File: src/rtl/fsearch_pkg.sv
package fsearch_pkg;

   typedef enum logic [2:0] {
      ST_IDLE,
      ST_GO_A,
      ST_WAIT_A,
      ST_GO_B,
      ST_WAIT_B
   } fs_state_e;

   function automatic int imax(input int a, input int b);
      return (a > b) ? a : b;
   endfunction

endpackage

File: src/rtl/fsearch_divu.sv
// Restoring divider: one quotient bit per cycle, WW cycles per operation.
module fsearch_divu #(
   parameter int WW = 45
) (
   input  logic          clk,
   input  logic          rst_n,
   input  logic          go,
   input  logic [WW-1:0] num,
   input  logic [WW-1:0] den,
   output logic [WW-1:0] quot,
   output logic          vld
);
   localparam int CNTW = $clog2(WW + 1);

   logic [WW-1:0]   rem_q, quo_q, den_q;
   logic [CNTW-1:0] cnt_q;
   logic            run_q;
   logic [WW:0]     shifted, diff;
   logic            fits;

   always_comb begin
      shifted = {rem_q, quo_q[WW-1]};
      diff    = shifted - {1'b0, den_q};
      fits    = shifted >= {1'b0, den_q};
   end

   always_ff @(posedge clk) begin
      if (!rst_n) begin
         rem_q <= '0;
         quo_q <= '0;
         den_q <= '0;
         cnt_q <= '0;
         run_q <= 1'b0;
         vld   <= 1'b0;
      end else begin
         vld <= 1'b0;
         if (go) begin
            rem_q <= '0;
            quo_q <= num;
            den_q <= den;
            cnt_q <= CNTW'(WW);
            run_q <= 1'b1;
         end else if (run_q) begin
            rem_q <= fits ? diff[WW-1:0] : shifted[WW-1:0];
            quo_q <= {quo_q[WW-2:0], fits};
            cnt_q <= cnt_q - CNTW'(1);
            if (cnt_q == CNTW'(1)) begin
               run_q <= 1'b0;
               vld   <= 1'b1;
            end
         end
      end
   end

   assign quot = quo_q;
endmodule

File: src/rtl/fsearch_errsat.sv
// Absolute difference of two wide values, narrowed to EW bits with saturation.
module fsearch_errsat #(
   parameter int WW = 45,
   parameter int EW = 32
) (
   input  logic [WW-1:0] a,
   input  logic [WW-1:0] b,
   output logic [EW-1:0] err
);
   logic [WW-1:0] mag;

   assign mag = (a >= b) ? (a - b) : (b - a);

   generate
      if (WW > EW) begin : g_sat
         assign err = (|mag[WW-1:EW]) ? {EW{1'b1}} : mag[EW-1:0];
      end else begin : g_pass
         assign err = EW'(mag);
      end
   endgenerate
endmodule

File: src/rtl/fsearch_engine.sv
module fsearch_engine
   import fsearch_pkg::*;
#(
   parameter int CLK_HZ  = 72_000_000,
   parameter int FRAC    = 8,
   parameter int TW      = 32,
   parameter int DW      = 32,
   parameter int EW      = 32,
   parameter int LEN_MAX = 1024,
   parameter int LEN_MIN = 256,
   parameter int THR     = 3,
   localparam int LW     = $clog2(LEN_MAX + 1)
) (
   input  logic          clk,
   input  logic          rst_n,
   input  logic          start,
   input  logic [TW-1:0] target,
   output logic [DW-1:0] best_div,
   output logic [LW-1:0] best_len,
   output logic [EW-1:0] best_err,
   output logic          done
);
   localparam int CW = $clog2(CLK_HZ + 1);
   localparam int NW = CW + FRAC;
   localparam int WW = imax(imax(NW, TW + LW), DW + LW) + 2;
   localparam logic [WW-1:0] NUM_K = WW'(CLK_HZ) << FRAC;

   generate
      if (LEN_MIN < 1 || LEN_MIN > LEN_MAX) begin : g_bad_len
         $error("fsearch_engine: LEN_MIN must lie in 1..LEN_MAX");
      end
      if (THR < 1 || EW >= WW) begin : g_bad_width
         $error("fsearch_engine: THR must be positive and EW narrower than the work width");
      end
   endgenerate

   fs_state_e     state_q;
   logic [TW-1:0] tgt_q;
   logic [LW-1:0] len_q, blen_q;
   logic [DW-1:0] cdiv_q, bdiv_q;
   logic [EW-1:0] berr_q;
   logic          first_q;
   logic          busy;

   logic          div_go, div_vld;
   logic [WW-1:0] div_num, div_den, div_quot;
   logic [WW-1:0] prod_tl, prod_dl;
   logic [DW-1:0] q_div;
   logic [EW-1:0] cur_err;
   logic          better, stop;

   assign busy = (state_q != ST_IDLE);

   always_comb begin
      prod_tl = WW'(tgt_q) * WW'(len_q);
      prod_dl = WW'(cdiv_q) * WW'(len_q);
      div_go  = (state_q == ST_GO_A) || (state_q == ST_GO_B);
      if (state_q == ST_GO_A) begin
         div_num = (NUM_K << 1) + prod_tl;
         div_den = prod_tl << 1;
      end else begin
         div_num = NUM_K;
         div_den = prod_dl;
      end
   end

   fsearch_divu #(.WW(WW)) u_div (
      .clk  (clk),
      .rst_n(rst_n),
      .go   (div_go),
      .num  (div_num),
      .den  (div_den),
      .quot (div_quot),
      .vld  (div_vld)
   );

   fsearch_errsat #(.WW(WW), .EW(EW)) u_err (
      .a  (div_quot),
      .b  (WW'(tgt_q)),
      .err(cur_err)
   );

   always_comb begin
      if (|div_quot[WW-1:DW])          q_div = {DW{1'b1}};
      else if (div_quot[DW-1:0] == '0) q_div = DW'(1);
      else                             q_div = div_quot[DW-1:0];
      better = first_q || (cur_err < berr_q);
      stop   = (cur_err < EW'(THR)) || (len_q == LW'(LEN_MIN));
   end

   always_ff @(posedge clk) begin
      if (!rst_n) begin
         state_q  <= ST_IDLE;
         tgt_q    <= '0;
         len_q    <= '0;
         cdiv_q   <= '0;
         bdiv_q   <= '0;
         blen_q   <= '0;
         berr_q   <= '0;
         first_q  <= 1'b0;
         best_div <= '0;
         best_len <= '0;
         best_err <= '0;
         done     <= 1'b0;
      end else begin
         done <= 1'b0;
         unique case (state_q)
            ST_IDLE: begin
               if (start) begin
                  if (target == '0) begin
                     best_div <= {DW{1'b1}};
                     best_len <= LW'(LEN_MAX);
                     best_err <= {EW{1'b1}};
                     done     <= 1'b1;
                  end else begin
                     tgt_q   <= target;
                     len_q   <= LW'(LEN_MAX);
                     first_q <= 1'b1;
                     state_q <= ST_GO_A;
                  end
               end
            end
            ST_GO_A: state_q <= ST_WAIT_A;
            ST_WAIT_A: begin
               if (div_vld) begin
                  cdiv_q  <= q_div;
                  state_q <= ST_GO_B;
               end
            end
            ST_GO_B: state_q <= ST_WAIT_B;
            ST_WAIT_B: begin
               if (div_vld) begin
                  first_q <= 1'b0;
                  if (better) begin
                     bdiv_q <= cdiv_q;
                     blen_q <= len_q;
                     berr_q <= cur_err;
                  end
                  if (stop) begin
                     best_div <= better ? cdiv_q  : bdiv_q;
                     best_len <= better ? len_q   : blen_q;
                     best_err <= better ? cur_err : berr_q;
                     done     <= 1'b1;
                     state_q  <= ST_IDLE;
                  end else begin
                     len_q   <= len_q - LW'(1);
                     state_q <= ST_GO_A;
                  end
               end
            end
            default: state_q <= ST_IDLE;
         endcase
      end
   end
endmodule

File: config.mk
export PLATFORM = sky130hd
export DESIGN_NAME = fsearch_engine
export DESIGN_NICKNAME = d
export VERILOG_FILES = /design/src/rtl/fsearch_pkg.sv /design/src/rtl/fsearch_divu.sv /design/src/rtl/fsearch_errsat.sv /design/src/rtl/fsearch_engine.sv
export SDC_FILE = /design/constraint.sdc
export NUM_CORES = 2
export LEC_CHECK = 0
export BUFFER_PORTS_ARGS = -buffer_cell sky130_fd_sc_hd__buf_2
export CORE_ASPECT_RATIO = 1.25
export CORE_MARGIN = 2
export CORE_UTILIZATION = 45
export CTS_CLUSTER_DIAMETER = 120
export DETAILED_ROUTE_END_ITERATION = 10
export GPL_TIMING_DRIVEN = 0
export MAX_ROUTING_LAYER = met4
export PLACE_DENSITY_LB_ADDON = 0.08
export SLEW_MARGIN = 20
export SYNTH_ARGS = -nofsm -noshare
export SYNTH_HDL_FRONTEND = slang
export SYNTH_HIERARCHICAL = 1
export SYNTH_SLANG_ARGS = --single-unit
File: constraint.sdc
create_clock -name clk -period 8 [get_ports clk]
set_input_delay 0.8 -clock clk [delete_from_list [all_inputs] [get_ports clk]]
set_output_delay 0.8 -clock clk [all_outputs]
set_load 0.1 [all_outputs]
# Yosys cells after proc, flatten, opt, wreduce, memory -nomap -nowiden
# Cells that the tools add are included.
# totals
reg_bits	373
latch_bits	0
ram_bits	0
romBits	0
elab_cells	117
mem_count	0
# op_classes
addsub	6
multipliers	2
div_mod_pow	0
n_lt_le_gt_ge	4
eq_ne	13
shift	0
mux	51
bitwise	3
reduce_logical	19
# ops
cell	count
32-bit two-way mux	11
45-bit two-way mux	4
32-bit case mux with 2 select lines	2
11-bit two-way mux	9
44-bit two-way mux	2
32-bit by 11-bit multiplier with 43-bit output	2
32-bit zero test	2
46-bit by 45-bit greater-or-equal comparator with 1-bit output	1
45-bit by 32-bit greater-or-equal comparator with 1-bit output	1
32-bit by 45-bit subtractor with 45-bit output	1
45-bit by 32-bit subtractor with 45-bit output	1
45-bit subtractor	1
36-bit by 43-bit adder with 44-bit output (first input constant)	1
11-bit case mux with 2 select lines	2
32-bit by 2-bit less-than comparator with 1-bit output (second input constant)	1
32-bit less-than comparator	1
13-bit OR reduction	2
3-bit case mux with 5 select lines	1
1-bit two-way mux	12
3-bit two-way mux	4
6-bit two-way mux	2
11-bit by 9-bit == test with 1-bit output (second input constant)	1
11-bit by 1-bit subtractor with 11-bit output (second input constant)	1
2-bit != test (second input constant)	5
17 further kinds	28

# Logic depth before layout (Yosys ltp)
# depth
word_depth	10
depth_mapped	34

# Hierarchy
# The synthesis kept the hierarchy.
# by_module_without_submodules
module	instances	cells_each	area_each_um2
fsearch_engine	1	3799	32748.9
fsearch_divu	1	1132	9004.9
fsearch_errsat	1	962	6189.7

# Least setup slack after synthesis
# No wires, ideal clock.
# synth_timing
path_type	flip-flop to flip-flop
from	reg len_q[4]
to	reg u_div.quo_q[40] (netlist: u_div/quot[40])
setup_ns	0.115
arrival_time_ns	7.358
required_time_ns	7.885
setup_slack_ns	0.527
stages_incl_launch_ff	33
n_path_buf	3
cell_sequence	dfxtp_1 -> clkbuf_1 -> clkbuf_1 -> clkbuf_1 -> nand2_1 -> fa_1 -> fa_1 -> fa_1 -> inv_1 -> fa_1 -> inv_1 -> fa_1 -> inv_1 -> ha_1 -> o21ai_2 -> a21bo_1 -> a211oi_1 -> o31ai_1 -> xnor2_1 -> ha_1 -> nor3b_1 -> nand3_1 -> a311oi_2 -> a221oi_2 -> o311ai_2 -> nand2_2 -> o21ai_2 -> nor2b_2 -> xnor2_1 -> nor2_1 -> nand2_1 -> o21ai_0 -> and2_1
# synth_via
elab_chain_len	4
# synth_lines
item	line	text
start: declaration	fsearch_engine.sv:39	logic [LW-1:0] len_q, blen_q;
start signal: assignment	fsearch_engine.sv:117	len_q <= LW'(LEN_MAX);
start signal: assignment	fsearch_engine.sv:146	len_q <= len_q - LW'(1);
32-bit by 11-bit multiplier with 43-bit output	fsearch_engine.sv:55	prod_tl = WW'(tgt_q) * WW'(len_q);
36-bit by 43-bit adder with 44-bit output	fsearch_engine.sv:59	div_num = (NUM_K << 1) + prod_tl;
44-bit two-way mux	fsearch_engine.sv:58	if (state_q == ST_GO_A) begin
named net div_num[40]	fsearch_engine.sv:46	logic [WW-1:0] div_num, div_den, div_quot;
45-bit two-way mux	fsearch_divu.sv:37	if (go) begin
end signal: assignment	fsearch_divu.sv:39	quo_q <= num;
end signal: assignment	fsearch_divu.sv:45	quo_q <= {quo_q[WW-2:0], fits};
end: declaration	fsearch_divu.sv:15	logic [WW-1:0] rem_q, quo_q, den_q;
# The timed path passes the listed nets, and every way through them passes these cells.
# A chain may end at the register's enable or synchronous reset.

# Final worst setup path
# layout_timing
from	reg cdiv_q[4]
to	reg u_div.den_q[36]
# layout_via
elab_chain_len	2
# layout_lines
item	line	text
start: declaration	fsearch_engine.sv:40	logic [DW-1:0] cdiv_q, bdiv_q;
start signal: assignment	fsearch_engine.sv:126	cdiv_q <= q_div;
32-bit by 11-bit multiplier with 43-bit output	fsearch_engine.sv:56	prod_dl = WW'(cdiv_q) * WW'(len_q);
44-bit two-way mux	fsearch_engine.sv:58	
named net div_den[36]	fsearch_engine.sv:46	
end signal: assignment	fsearch_divu.sv:40	den_q <= den;
end: declaration	fsearch_divu.sv:15	
# The timed path passes the listed nets, and every way through them passes these cells.

==> results.md <==
Outcome:
- The run finished with clean final reports.

CTS:
- At the later pin of the worst-skew pair, clock insertion delay measures 0.61 ns.
- The H-tree was split into 2 levels.
- The clock transition at the register clock pins on the worst setup and hold paths after CTS is roughly 0.06 ns.
- Clock tree synthesis inserted a total of 42 buffers.
- The number of clock sinks is 373.
- TritonCTS built the clock tree.
- CTS placed an instance of clkbuf_16 at the clock tree root.
- For this design, the CTS-stage hold fixing added 0 buffers.
- The clock passes through at most 3 buffers.

Placed design:
- In this run the cell area measured after placement is 50400 sq um.
- OpenSTA, run right after detailed placement, puts the worst setup slack at -1.68 ns.
- Buffers placed on the I/O ports in this run total 110.
- Once detailed placement completed, the half-perimeter wirelength came to 151000 microns.
- The weighted congestion at the end of routability-driven global placement is 0.966.

Floorplanning:
- Row generation in the floorplan step produced 133 rows.
- The top-level I/O count is 111.
- From bottom edge to top edge, the die measures 369 microns.
- The total area inside the core boundary comes to 106000 sq um.
- The die width is 296 microns.
- The die covers 109000 sq um.
- The initial core utilization is 45.4%.

STA:
- Setup violations remaining at the end of the flow were counted as 0.
- Headroom to the max-slew limit came out at 21.5%.
- Timing would allow up to about 130 MHz.
- Counting I/O delays and the setup requirement, the final critical path takes 7.82 ns.
- The max-slew violation count is 0.
- The final worst-path cycle share is 97.7%.
- The actual transition at the worst max-transition pin is 1.18 ns.
- The number of failing hold endpoints at the final stage was 0.
- Between clock sinks in the finished design, the worst skew comes to 0.0223 ns.
- In the post-route analysis, the smallest setup slack over all paths is 0.185 ns.

Logic synthesis:
- The number of standard cells after synthesis is a little under 6000.
- By count the netlist is led by nand2_1, inv_1, fa_1, dfxtp_1, ha_1.
- After synthesis, the cell types taking the most area are fa_1, dfxtp_1, ha_1.
- The number of warnings printed during yosys synthesis is 6.
- The post-synthesis cell type with the largest combined area is fa_1.
- By instance count, the leading cell after synthesis is nand2_1.
- The average instance area after synthesis is 8.14 sq um.
- The synthesized design contains 0 enable-type register cells.
- The flop and latch count out of synthesis is 373.
- The proportion of register bits with asynchronous set or reset after synthesis is 0%.
- After synthesis the cells add up to 47900 sq um.
- After synthesis, the netlist uses 136 different library cells.
- For this run, the register share of the synthesized area comes to 15.6%.
- The commonest register cell after synthesis is dfxtp_1.
- The area share of the largest cell type after synthesis is 22.6%.

Routing:
- Once detail routing completed, the nets flagged for antenna violations numbered 0.
- The first TritonRoute pass finished after 6 iterations.
- The detailed-route DRC error count is 0.
- The total vias in the final route is around 43000.
- The wire length per cell is 23.9 microns.
- After the first detailed-routing iteration, the DRC count stood at 2865.
- Using the TritonRoute via totals, the vias-per-cell ratio works out to between 5 and 6.
- The overall routed net length is approximately 180000 microns.

Layout:
- The area occupied by registers is 7560 sq um.
- The footprint of the multi-input gates is 36400 sq um.
- The share of cells above drive strength 1 is 9.22%.
- Once layout is done, the placed cells without fillers occupy 52400 sq um.
- The layout net count is 6986.
- Counting the fill cells in the layout gives 10700.
- The post-synthesis to final-layout area growth is 9.27%.

Critical path:
- In this run the worst path has a maximum fanout of 10.
- The sort of element at the end of the critical path is a flop.
- The most critical setup path has its startpoint at cdiv_q[4].
- STA classifies the critical path startpoint as a flop.
- The category of the critical setup timing path is flop to flop.
- For the worst setup path, the data required time is 8.48 ns.
- The origin of the critical flop-to-flop path is cdiv_q[4].
- For the worst setup path, the data arrival time is 8.30 ns.

Pwr:
- The worst-case IR drop observed on VDD is 0.000147 V.
- Dividing total power by cell area gives a power density of 140 nW/um^2.
- For this design the static power due to leakage is 23.9 nW.

Hold path:
- The worst hold path belongs to the class input pin to flop.
- The worst hold path begins at target[19].

GRT:
- The wire length of the first global-routing pass is 270000 microns.
- The number of antenna violations at the first check in global routing is 5.
- The via count of the first global-routing pass is about 43000.
- For this run the aggregate overflow at the end of global routing stands at 0.
- Entering global routing, the biggest net connects 14 pins.
- The combined global-route utilization of all metal layers is approximately a third.

Run:
- The tool flagged a number of max-cap violations equal to 0.
-- power breakdown --
part	switching (W)	internal (W)	leakage [nW]
Sequential	0.000148	0.00192	3.04
Clock	0.000859	0.00113	0.695
Combinational	0.00217	0.00111	20.2
Total	0.00318	0.00416	23.9
-- cell type report --
type | count | share of cell area [%]
Tap cell | 1417 | 3.38
Inverter | 688 | 4.93
Timing Repair Buffer | 123 | 1.28
Antenna cell | 3 | 0.0143
Buffer | 378 | 3.75
Sequential cell | 373 | 14.4
Clock buffer | 61 | 2.39
Clock inverter | 13 | 0.284
Multi-Input combinational cell | 4473 | 69.5
-- cells in the final DEF (no fill, tap or decap), drive strengths merged, types with 203 or more instances in the layout --
cell type	count
and2	328
fa	541
buf	233
clkbuf	328
ha	331
inv	693
o21ai	343
dfxtp	373
nor2	203
nand2	970
a21oi	279
-- logic make-up (layout without fill, tap and decap cells) --
group / count (synthesis) / in the layout / synth area share, %
and+or+nand+nor: 2002 / 2002 / 20.4
AOI/OAI and AO/OA: 1217 / 1217 / 16.8
buffers and inverters: 1073 / 1263 / 8.91
adders and majority gates: 872 / 872 / 31.2
DFF: 373 / 373 / 15.6
muxes: 195 / 195 / 4.08
xor gates and xnor gates: 160 / 160 / 3.04
other: 1 / 30 / 0.00782
-- worst paths after layout --
| path | end | slack, ns | cells after the start |
|---|---|---|---|
| setup / recovery | u_div/den_q[36] | 0.18 | 23 |
| hold / removal | tgt_q[19] | 0.44 | 3 |
| setup reg to reg | u_div/den_q[36] | 0.18 | 23 |
| hold reg to reg | best_len[9] | 0.45 | 2 |
-- critical path: stages, from the launching register on --
cell,delay [ns]
dfxtp_1,0.54
clkbuf_1,0.58
nand2_1,0.17
fa_1,0.58
inv_1,0.06
fa_1,0.46
fa_1,0.53
fa_1,0.54
fa_1,0.57
ha_1,0.40
a21o_1,0.23
a21o_1,0.18
a21oi_1,0.18
o21ai_0,0.16
a221o_1,0.38
a41o_1,0.33
a2bb2oi_1,0.22
a31o_2,0.33
a31oi_2,0.34
o21ai_0,0.19
xnor2_1,0.27
mux2i_1,0.18
mux2i_1,0.19
nor2b_1,0.06
-- through the flow --
step | setup TNS, ns | hold WS [ns] | util [%] | power (W) | cells
finish | 0 | 0.439 | 49.7 | 0.00734 | 7529
global route | -0.0637 | 0.453 | 49.7 | 0.00772 | 7526
CTS | 0 | 0.425 | 49.4 | 0.00730 | 7522
detailed placement | -37.32 | 0.441 | 47.8 | 0.00526 | 7448
global placement | -37.12 | 0.436 | 47.7 | 0.00526 | 7446
floorplan | 0 | 0.448 | - | 0.00419 | 5919
-- routing by layer --
metal | wire length, microns | vias to the layer above | global-route usage (%)
met5 | 0 | - | -
met1 | 70100 | 21000 | 39.4
met2 | 83900 | 1404 | 54.6
met4 | 14000 | 0 | 21.2
met3 | 11700 | 440 | 6.14
li1 | - | 19800 | -
-- repair_timing --
item                                    in CTS  in global routing
setup buffers                                4                  7
endpoints found under the setup margin      93                165
pin swaps                                    3                 14
gates resized for setup                    118                176
(Power assumes the default switching activity.)
